## src/rtl/vacq_pkg.sv

```systemverilog
package vacq_pkg;
  localparam int unsigned WIDE_W = 16;
  typedef logic [WIDE_W-1:0] wide_t;

  // Window is half-open: open from lo up to, not including, hi.
  function automatic logic in_window(wide_t cnt, wide_t lo, wide_t hi);
    return (cnt >= lo) && (cnt < hi);
  endfunction

  // Saturating step of a value whose top allowed value is lim.
  function automatic wide_t sat_step(wide_t v, wide_t lim);
    return (v >= lim) ? lim : v + wide_t'(1);
  endfunction
endpackage

```

## src/rtl/vacq_edge.sv

```systemverilog
module vacq_edge (
  input  logic clk,
  input  logic rst_n,
  input  logic level_in,
  output logic rise
);
  logic level_q;

  always_ff @(posedge clk or negedge rst_n) begin
    if (!rst_n) level_q <= 1'b0;
    else        level_q <= level_in;
  end

  assign rise = level_in & ~level_q;
endmodule

```

## src/rtl/vacq_line_counter.sv

```systemverilog
module vacq_line_counter #(
  parameter int unsigned LINE_W = 10
) (
  input  logic              clk,
  input  logic              rst_n,
  input  logic              line_pulse,
  input  logic              restart,
  output logic [LINE_W-1:0] line_cnt,
  output logic [LINE_W-1:0] field_len
);
  import vacq_pkg::*;
  localparam wide_t LIM = wide_t'((1 << LINE_W) - 1);

  wide_t next_cnt;
  assign next_cnt = sat_step(wide_t'(line_cnt), LIM);

  always_ff @(posedge clk or negedge rst_n) begin
    if (!rst_n) begin
      line_cnt  <= '0;
      field_len <= '0;
    end else if (restart) begin
      field_len <= line_cnt;
      line_cnt  <= '0;
    end else if (line_pulse) begin
      line_cnt  <= next_cnt[LINE_W-1:0];
    end
  end
endmodule

```

## src/rtl/vacq_offset_meter.sv

```systemverilog
module vacq_offset_meter #(
  parameter int unsigned OFF_W = 12
) (
  input  logic             clk,
  input  logic             rst_n,
  input  logic             start,
  input  logic             line_pulse,
  output logic [OFF_W-1:0] sync_offset
);
  import vacq_pkg::*;
  localparam wide_t LIM = wide_t'((1 << OFF_W) - 1);

  logic             running;
  logic [OFF_W-1:0] run_cnt;
  wide_t            next_run;
  assign next_run = sat_step(wide_t'(run_cnt), LIM);

  always_ff @(posedge clk or negedge rst_n) begin
    if (!rst_n) begin
      running     <= 1'b0;
      run_cnt     <= '0;
      sync_offset <= '0;
    end else if (start) begin
      if (line_pulse) begin
        sync_offset <= '0;
        running     <= 1'b0;
      end else begin
        running     <= 1'b1;
        run_cnt     <= OFF_W'(1);
      end
    end else if (running) begin
      if (line_pulse) begin
        sync_offset <= run_cnt;
        running     <= 1'b0;
      end else begin
        run_cnt     <= next_run[OFF_W-1:0];
      end
    end
  end
endmodule

```

## src/rtl/vacq_timing.sv

```systemverilog
module vacq_timing #(
  parameter int unsigned LINE_W = 10,
  parameter int unsigned OFF_W  = 12
) (
  input  logic              clk,
  input  logic              rst_n,
  input  logic              vsync_in,
  input  logic              line_pulse,
  input  logic [LINE_W-1:0] win_start,
  input  logic [LINE_W-1:0] win_stop,
  output logic [LINE_W-1:0] line_cnt,
  output logic [LINE_W-1:0] field_len,
  output logic [OFF_W-1:0]  sync_offset,
  output logic              field_id,
  output logic              wr_reset,
  output logic              wr_window
);
  import vacq_pkg::*;

  logic vsync_rise;

  vacq_edge u_edge (
    .clk      (clk),
    .rst_n    (rst_n),
    .level_in (vsync_in),
    .rise     (vsync_rise)
  );

  vacq_line_counter #(.LINE_W(LINE_W)) u_lines (
    .clk        (clk),
    .rst_n      (rst_n),
    .line_pulse (line_pulse),
    .restart    (vsync_rise),
    .line_cnt   (line_cnt),
    .field_len  (field_len)
  );

  vacq_offset_meter #(.OFF_W(OFF_W)) u_offset (
    .clk         (clk),
    .rst_n       (rst_n),
    .start       (vsync_rise),
    .line_pulse  (line_pulse),
    .sync_offset (sync_offset)
  );

  always_ff @(posedge clk or negedge rst_n) begin
    if (!rst_n)          field_id <= 1'b0;
    else if (vsync_rise) field_id <= ~field_id;
  end

  assign wr_reset  = (line_cnt == '0);
  assign wr_window = in_window(wide_t'(line_cnt), wide_t'(win_start), wide_t'(win_stop));
endmodule

```

## config.mk

```make
export PLATFORM = sky130hd
export DESIGN_NAME = vacq_timing
export DESIGN_NICKNAME = d
export VERILOG_FILES = /design/src/rtl/vacq_pkg.sv /design/src/rtl/vacq_edge.sv /design/src/rtl/vacq_line_counter.sv /design/src/rtl/vacq_offset_meter.sv /design/src/rtl/vacq_timing.sv
export SDC_FILE = /design/constraint.sdc
export NUM_CORES = 1
export LEC_CHECK = 0
export ABC_AREA = 1
export CAP_MARGIN = 10
export CORE_MARGIN = 8
export CORE_UTILIZATION = 37
export CTS_CLUSTER_SIZE = 14
export DETAILED_ROUTE_END_ITERATION = 7
export MAX_ROUTING_LAYER = met4
export SYNTH_ARGS = -nofsm -noshare
export SYNTH_HDL_FRONTEND = slang
export SYNTH_HIERARCHICAL = 1
export SYNTH_SLANG_ARGS = --single-unit
```

## constraint.sdc

```tcl
create_clock -name clk -period 1.6 [get_ports clk]
set_input_delay 0.32 -clock clk [delete_from_list [all_inputs] [get_ports clk]]
set_output_delay 0.32 -clock clk [all_outputs]
set_load 0.1 [all_outputs]
```

* Word-level counts from Yosys, hierarchy flattened
Cells that the tools add are included.
** Storage, ports and cells
- Register bits after elaboration :: 47
- Latch bits :: 0
- Bits in writable memories :: 0
- ROM bits :: 0
- Input bits :: 24
- Output and inout port bits :: 35
- Word-level logic and storage cells :: 41
- Memories kept :: 0
** Operators by class
- $add $sub $neg :: 2
- $mul :: 0
- Divide/modulo/power cells :: 0
- Order comparisons :: 4
- Equality and inequality tests :: 4
- Shift operators :: 0
- Mux-type cells :: 15
- Bitwise operators :: 3
- Reduce and logical (&&, ||, !) cells :: 6
** Operators with widths (count)
- two-way mux 12 bit :: 9
- two-way mux 10 bit :: 3
- adder 12 x 1 -> 12 bit, second input constant :: 1
- >= comparator 12 bit, second input constant :: 1
- adder 10 x 1 -> 10 bit, second input constant :: 1
- >= comparator 10 bit :: 1
- >= comparator 10 bit, second input constant :: 1
- zero test 10 bit :: 1
- less-than comparator 10 bit :: 1
- inequality test 2 bit, second input constant :: 4
- AND reduction 3 bit :: 2
- nonzero test 2 bit :: 2
- two-way mux 1 bit :: 3
- NOT 1 bit :: 2
- bitwise AND 1 bit :: 1
- logical AND 1 bit :: 1

* Depth between registers and ports, before layout
Gate-level depths: netlist of the first run.
- Depth in word-level cells :: 5
- Depth in mapped cells :: 10
- Depth with buffers taken out :: 10

* Hierarchy
The synthesis of the first run kept the hierarchy.
** Modules (own cells, without submodules)
- vacq_offset_meter :: instances 1, cells each 167, area each 1302.5 µm², sequential area each 625.6 µm²
- vacq_line_counter :: instances 1, cells each 126, area each 1024.7 µm², sequential area each 500.5 µm²
- vacq_timing :: instances 1, cells each 97, area each 584.3 µm², sequential area each 25.0 µm²
- vacq_edge :: instances 1, cells each 3, area each 35.0 µm², sequential area each 25.0 µm²

* Worst setup path after synthesis of the first run
No wires, ideal clock.
- Path type :: reg2out
- Start :: register u_lines.line_cnt[5]
- End :: output wr_window
- Arrival time :: 2.600 ns
- Data required time :: 1.280 ns
- Path slack :: -1.320 ns
- Cell stages (with the launch flop) :: 9
- Buffers on the path :: 0
- Cell sequence :: dfrtp_1 -> ha_1 -> nand2_1 -> inv_1 -> nand2_1 -> nand2_1 -> nand2_1 -> nand3_1 -> a21oi_2
** On the way
- Longest elaborated chain between the ends :: 2
- Elaborated cells on any way between the ends :: 3
- Classes of those cells :: 2 x order compare; 1 x reduce/logical
** RTL lines
- start: declaration :: line vacq_line_counter.sv:8 : output logic [LINE_W-1:0] line_cnt,
- start signal: assignment :: line vacq_line_counter.sv:25 : line_cnt <= next_cnt[LINE_W-1:0];
- >= comparator 10 bit / less-than comparator 10 bit (equally long branches) :: line vacq_pkg.sv:7 : return (cnt >= lo) && (cnt < hi);
- logical AND 1 bit (*) :: line vacq_pkg.sv:7
- end: declaration :: line vacq_timing.sv:16 : output logic wr_window
Mark *: on every way between the ends. The rest lies on a longest branch, timed or not.

* Worst setup path in the final report of the first run
Same ends and word-level chain as after synthesis.

==> impl_metrics.env, run 1 <==
export IMPL_port_buffers=58
export IMPL_synth_nets=438
export IMPL_n_antenna_cell=0
export IMPL_synth_warnings=6
export IMPL_arrival_ps=1780
export IMPL_grt_pass1_wl_um=13300
export IMPL_slowest_stage="dfrtp_4"
export IMPL_cts_sinks=47
export IMPL_timing_final_hold_violations=0
export IMPL_die_area_um2=11080
export IMPL_drc=0
export IMPL_synth_top_flop_cell="dfrtp_1"
export IMPL_grt_max_degree=48
export IMPL_rsz0062_at_grt="true"
export IMPL_maxSlewViolCount=0
export IMPL_fin_ws_ps=-497.4
export IMPL_num_rows=32
export IMPL_clock_path_buffers=2
export IMPL_p_leak_nw=2.245
export IMPL_initial_core_util_pct=38.13
export IMPL_netlist_instances=393
export IMPL_fin_crit_sh_pct=131.1
export IMPL_hold_path_class="input port to register"
export IMPL_slew_headroom_pct=66.91
export IMPL_antenna_left=0
export IMPL_grt_pass1_vias=2769
export IMPL_crit_path_frequent_cell="nand2_1"
export IMPL_numCtsBuffers=5
export IMPL_boundaryPins=59
export IMPL_design_area_um2=4701
export IMPL_place_area_um2=4372
export IMPL_path_cells="ha_4 > nand2_4 > nor2_4 > nand2_1 > nand2_1 > nand2_2 > a21oi_4 > buf_12"
export IMPL_antenna_found_initial=0
export IMPL_place_congestion=0.8436
export IMPL_clock_latency_ps=300
export IMPL_syn_area_um2=2947
export IMPL_crit_path_start_kind="register"
export IMPL_slowest_delay_ps=520
export IMPL_violations="setup timing"
export IMPL_cts_tree="yes"
export IMPL_initialDrtViolationCount=207
export IMPL_grt_ovfl_total=0
export IMPL_worstSetupEndpointType="output pin"
export IMPL_die_h_um=105.2
export IMPL_hpwl_um=5890
export IMPL_criticalPathCategory="register to output pin"
export IMPL_dr_pass1_iters=7
export IMPL_synth_cell_type_count=35
export IMPL_status="finished with violations"
export IMPL_synthArstFlopShare_pct=100.0
export IMPL_worst_pin_slew_ps=495.8
export IMPL_cp_max_fo=3
export IMPL_wl_um=7899
export IMPL_syn2layout_area_growth_pct=59.53
export IMPL_ys_ff_latch=47
export IMPL_cap_violations=0
export IMPL_vdd_drop_max_mv=1.109
export IMPL_fmax_ghz=0.4768
export IMPL_pre_cts_ws_ps=-527.8
export IMPL_pwr_density_cell_nw_per_um2=816.2
export IMPL_clk_pin_slew_worst_paths_ps=90
export IMPL_track_usage_pct=14.78
export IMPL_final_setup_viol_count=2
export IMPL_cts_root_buf="clkbuf_8"
export IMPL_wire_per_inst_um=13.48
export IMPL_num_vias=2806
export IMPL_h_tree_depth=2
export IMPL_clock_skew_ps=6.567
export IMPL_via_per_inst=4.788
export IMPL_die_w_um=105.2
export IMPL_fin_crit_ps=2097
export IMPL_synth_edf_count=0
export IMPL_drive_gt1_share_pct=29.75
export IMPL_required_ps=1280
export IMPL_yosysSeqAreaShare_pct=39.92
export IMPL_synth_avg_cell_area_um2=7.498
export IMPL_fin_nets=528
export IMPL_core_um2=7727
==> report_power, final <==
part           internal [W]  leakage (nW)  switching (W)
Sequential          0.00129         0.613       0.000101
Clock              0.000471        0.0548       0.000422
Combinational      0.000597          1.58       0.000957
Total               0.00236          2.25        0.00148
==> critical path, delay by kind of cell, from the launching register on <==
family,cells,cell delay (ps)
simple gates,5,340
fa+ha+maj,1,290
compound gates,1,140
flops,1,520
buf+inv,1,190
==> per-layer routing <==
metal  up-vias  track usage, %  part of all wire [%]  wire length [um]
li1       1433               -                     -                 -
met1      1287           20.14                    49              3890
met2        77           21.72                    45              3522
met3         9           2.071                   4.3               340
met4         0           5.505                   1.8               146
met5         -               -                     0                 0
==> final timing paths <==
| check | cells past startpoint | startpoint | slack, ps | end |
|---|---|---|---|---|
| hold / removal | 1 | vsync_in | 480 | u_edge/level_q |
| hold reg to reg | 1 | field_id | 540 | field_id |
| max in group asynchronous | 3 | rst_n | 820 | u_lines/line_cnt[5] |
| setup reg to reg | 9 | u_lines/line_cnt[0] | 30 | u_lines/line_cnt[4] |
| min in group asynchronous | 3 | rst_n | 520 | u_lines/field_len[0] |
| setup / recovery | 8 | u_lines/line_cnt[5] | -500 | wr_window |
==> sequential cells by signal (all words and copies together), names as in the netlist <==
signal and flops:
u_offset/run_cnt 12, u_offset/sync_offset 12, u_lines/field_len 10, u_lines/line_cnt 10, field_id 1, u_edge/level_q 1
u_offset/running 1
==> Yosys cell counts (2+ instances only) <==
| cell | number | share of area (%) |
|---|---|---|
| nand3b_1 | 3 | 0.76 |
| nand2_2 | 3 | 0.64 |
| nand4_1 | 3 | 0.64 |
| nor2_4 | 5 | 1.9 |
| buf_2 | 2 | 0.34 |
| nor2_2 | 2 | 0.42 |
| dfrtp_1 | 47 | 40 |
| o21ai_0 | 25 | 4.2 |
| a21oi_1 | 5 | 0.85 |
| nand2_1 | 125 | 16 |
| inv_1 | 57 | 7.3 |
| o21ai_1 | 9 | 1.5 |
| nor4_1 | 2 | 0.42 |
| clkbuf_1 | 3 | 0.38 |
| nand3_2 | 3 | 1.0 |
| ha_1 | 21 | 8.9 |
| mux2_1 | 2 | 0.76 |
| nor2_1 | 22 | 2.8 |
| inv_2 | 3 | 0.38 |
| o21ai_2 | 3 | 0.89 |
| nand3_1 | 34 | 5.8 |
==> cells by family after synthesis <==
logic type               Yosys count  share of synthesized area, %
flip-flops                        47                         39.92
buffers and inverters             68                         9.044
AND/OR/NAND/NOR                  206                         32.02
multiplexers                       2                        0.7643
adder cells (fa/ha/maj)           21                         8.917
AO/OA/AOI/OAI                     48                         9.045
XOR/XNOR                           1                        0.2973
==> final cells by class <==
cell class	count	area [um^2]
flip-flops and latches	47	1214
clock inverters	3	46.29
well taps	102	127.6
fillers	655	3027
multi-input cells	279	1783
repair buffers	90	1234
clock buffers	5	68.82
inverters	60	227.7
==> metrics by stage <==
step	cells	setup TNS, ps	total power [W]	utilization [%]	hold slack, ps
after CTS	584	-836.4	0.003841	59.46	466.2
after global placement	574	-7265	0.002897	56.57	322.3
final	586	-862.8	0.003837	60.83	478.6
after detailed placement	574	-7646	0.002914	56.57	325.7
after floorplan	393	-617.8	0.002273	-	24.41
after global routing	586	-1055	0.004024	60.83	501.0
==> repair_timing <==
action,CTS,global route
cloned,0,1
hold endpoints to repair,39,0
hold buffers,1,0
pin swaps,9,9
setup buffers,1,2
endpoints found under the setup margin,2,28
gates resized for setup,17,24
==> placed cells by master (no fill, tap or decap), types with 2 or more instances in the layout <==
master             n
o21ai_0           25
nand3_1           32
a21oi_1            4
mux2_1             2
nand4_1            3
clkdlybuf4s50_1   20
buf_12            38
nand2_1          120
nor2_2             6
ha_4              13
inv_2              6
nand3_4            2
o21ai_2            4
ha_1               8
nand3b_1           3
nor2_1            16
nand2_2            6
nand3_2            5
nand2_4            2
inv_1             53
clkbuf_8           5
nor2_4             7
buf_6              5
dfrtp_4           10
buf_4             22
o21ai_1            8
dfrtp_1           37
Note: power is estimated with default switching activity, not from simulation.
==> inputs of run 2 (changes only) <==
--- a/config.mk
+++ b/config.mk
@@ -10,4 +10,5 @@
 export CORE_MARGIN = 8
 export CORE_UTILIZATION = 37
+export CTS_CLUSTER_DIAMETER = 50
 export CTS_CLUSTER_SIZE = 14
 export DETAILED_ROUTE_END_ITERATION = 7
==> constraint.sdc (replaced) <==
create_clock -name clk -period 1.6 [get_ports clk]
set_input_delay 0.16 -clock clk [delete_from_list [all_inputs] [get_ports clk]]
set_output_delay 0.16 -clock clk [all_outputs]
set_load 0.1 [all_outputs]
==> run 2 against run 1 <==
  * The flow still finishes with violations (setup timing)
  * Maximum frequency grew 8.0%
  * Die area unchanged
  * Setup slack improved by 160 ps
  * Design area decreased by 1.9%
  * Largest cell class unchanged
  * Largest power group unchanged
==> impl_metrics.env, run 2 (synthesis gave the netlist of run 1 again) <==
export IMPL_most_common_layout_cells="120 x nand2_1, 57 x inv_1, 37 x dfrtp_1, 37 x buf_12, 33 x nand3_1"
export IMPL_track_usage_pct=14.75
export IMPL_clock_path_buffers=2
export IMPL_stdcell_count=583
export IMPL_criticalPathCategory="register to output pin"
export IMPL_fmax_ghz=0.5150
export IMPL_num_rows=32
export IMPL_placedCellCount=571
export IMPL_hpwl_um=5888
export IMPL_fin_util_pct=59.65
export IMPL_die_area_um2=11080
export IMPL_cts_root_buf="clkbuf_8"
export IMPL_grt_pass1_wl_um=13080
export IMPL_numCtsBuffers=5
export IMPL_die_h_um=105.2
export IMPL_top_regs="u_offset/run_cnt: 12 flops, u_offset/sync_offset: 12 flops"
export IMPL_cts_tree="yes"
export IMPL_maxSlewViolCount=0
export IMPL_num_vias=2833
export IMPL_power_w=0.003864
export IMPL_required_ps=1440
export IMPL_violations="setup timing"
export IMPL_reg2reg_slack_ps=40
export IMPL_rsz0062_at_grt="true"
export IMPL_wl_um=7899
export IMPL_cts_sinks=47
export IMPL_critPathLaunch="u_lines/line_cnt[4]"
export IMPL_fin_crit_ps=1942
export IMPL_boundaryPins=59
export IMPL_wire_per_inst_um=13.55
export IMPL_fill_cells=677
export IMPL_timing_final_hold_violations=0
export IMPL_crit_path_start_kind="register"
export IMPL_final_setup_viol_count=2
export IMPL_antenna_left=0
export IMPL_grt_pass1_vias=2600
export IMPL_p_leak_nw=2.214
export IMPL_vdd_drop_max_mv=0.7738
export IMPL_clock_latency_ps=300
export IMPL_cap_violations=0
export IMPL_initial_core_util_pct=38.13
export IMPL_fin_ws_ps=-341.8
export IMPL_slew_headroom_pct=50.85
export IMPL_port_buffers=58
export IMPL_pwr_density_cell_nw_per_um2=838.3
export IMPL_fin_nets=525
export IMPL_h_tree_depth=2
export IMPL_clk_pin_slew_worst_paths_ps=90
export IMPL_grt_ovfl_total=0
export IMPL_status="finished with violations"
export IMPL_via_per_inst=4.859
export IMPL_dr_pass1_iters=5
export IMPL_n_antenna_cell=0
export IMPL_arrival_ps=1780
export IMPL_antenna_found_initial=0
export IMPL_hold_path_class="input port to register"
export IMPL_die_w_um=105.2
export IMPL_drive_gt1_share_pct=26.82
export IMPL_grt_max_degree=48
export IMPL_worst_pin_slew_ps=734.5
export IMPL_r2r_start="u_lines/line_cnt[1]"
export IMPL_endpoint="wr_window"
export IMPL_place_congestion=0.8324
export IMPL_initialDrtViolationCount=271
export IMPL_layout_commonest_cell="nand2_1"
export IMPL_drc=0
export IMPL_cp_max_fo=3
export IMPL_clock_skew_ps=9.819
export IMPL_r2r_cells=9
export IMPL_syn2layout_area_growth_pct=56.43
export IMPL_core_um2=7727
export IMPL_r2r_end="u_lines/line_cnt[4]"
export IMPL_setup_tns_ps=-570.6
export IMPL_fin_crit_sh_pct=121.4
export IMPL_worstSetupEndpointType="output pin"
-- run 2: how the worst min path moves through the flow --
stage             start              endpoint  cells after the start
3_5_place_dp      rst_n  u_lines/field_len[0]                      2
5_1_grt        vsync_in        u_edge/level_q                      1
3_3_place_gp      rst_n  u_lines/field_len[2]                      2
2_1_floorplan     rst_n              field_id                      0
4_1_cts        vsync_in        u_edge/level_q                      1
6_report       vsync_in        u_edge/level_q                      1
-- run 2: routing by layer --
metal	part of all wire, %	wire, um	track usage [%]
met1	48	3822	20.07
met3	4.4	348	1.766
met2	45	3570	21.94
met5	0	0	-
met4	2.0	157	5.505
-- run 2: critical path: stages, from the launching register on --
cell	delay, ps
dfrtp_4	520
ha_4	290
nand2_4	50
nor2_2	90
nand2_1	60
nand2_2	60
nand2_2	60
a21oi_4	160
buf_12	190
-- run 2: area by class of cell --
class | count | area (um^2) | share of cell area (%)
clock buffers | 6 | 82.58 | 1.792
clock inverters | 2 | 38.79 | 0.8415
inverters | 60 | 227.7 | 4.940
multi-input cells | 279 | 1737 | 37.68
flip-flops and latches | 47 | 1214 | 26.33
well taps | 102 | 127.6 | 2.769
repair buffers | 87 | 1182 | 25.65
-- run 2: power breakdown --
group	total [W]	leakage [nW]	switching, W	internal [W]
registers	0.00139	0.613	0.000100	0.00129
clock network	0.000942	0.0618	0.000427	0.000515
logic	0.00153	1.54	0.000949	0.000585
total	0.00386	2.21	0.00148	0.00239
-- run 2: through the flow --
stage          instance area [um^2]  setup WS, ps  hold WS (ps)
6_report                       4609        -341.8         312.4
5_1_grt                        4609        -423.3         336.4
4_1_cts                        4524        -342.9         298.6
3_5_place_dp                   4337        -211.5         166.3
3_3_place_gp                   4337        -199.1         161.0
2_1_floorplan                  3104        -387.9        -135.6
-- run 2: what timing repair did --
action	CTS	global route
resized for setup	7	15
pin swaps	8	8
buffers inserted	1	2
setup endpoints to repair	2	19
endpoints found under the hold margin	47	0
cloned	0	1
hold buffers	1	0
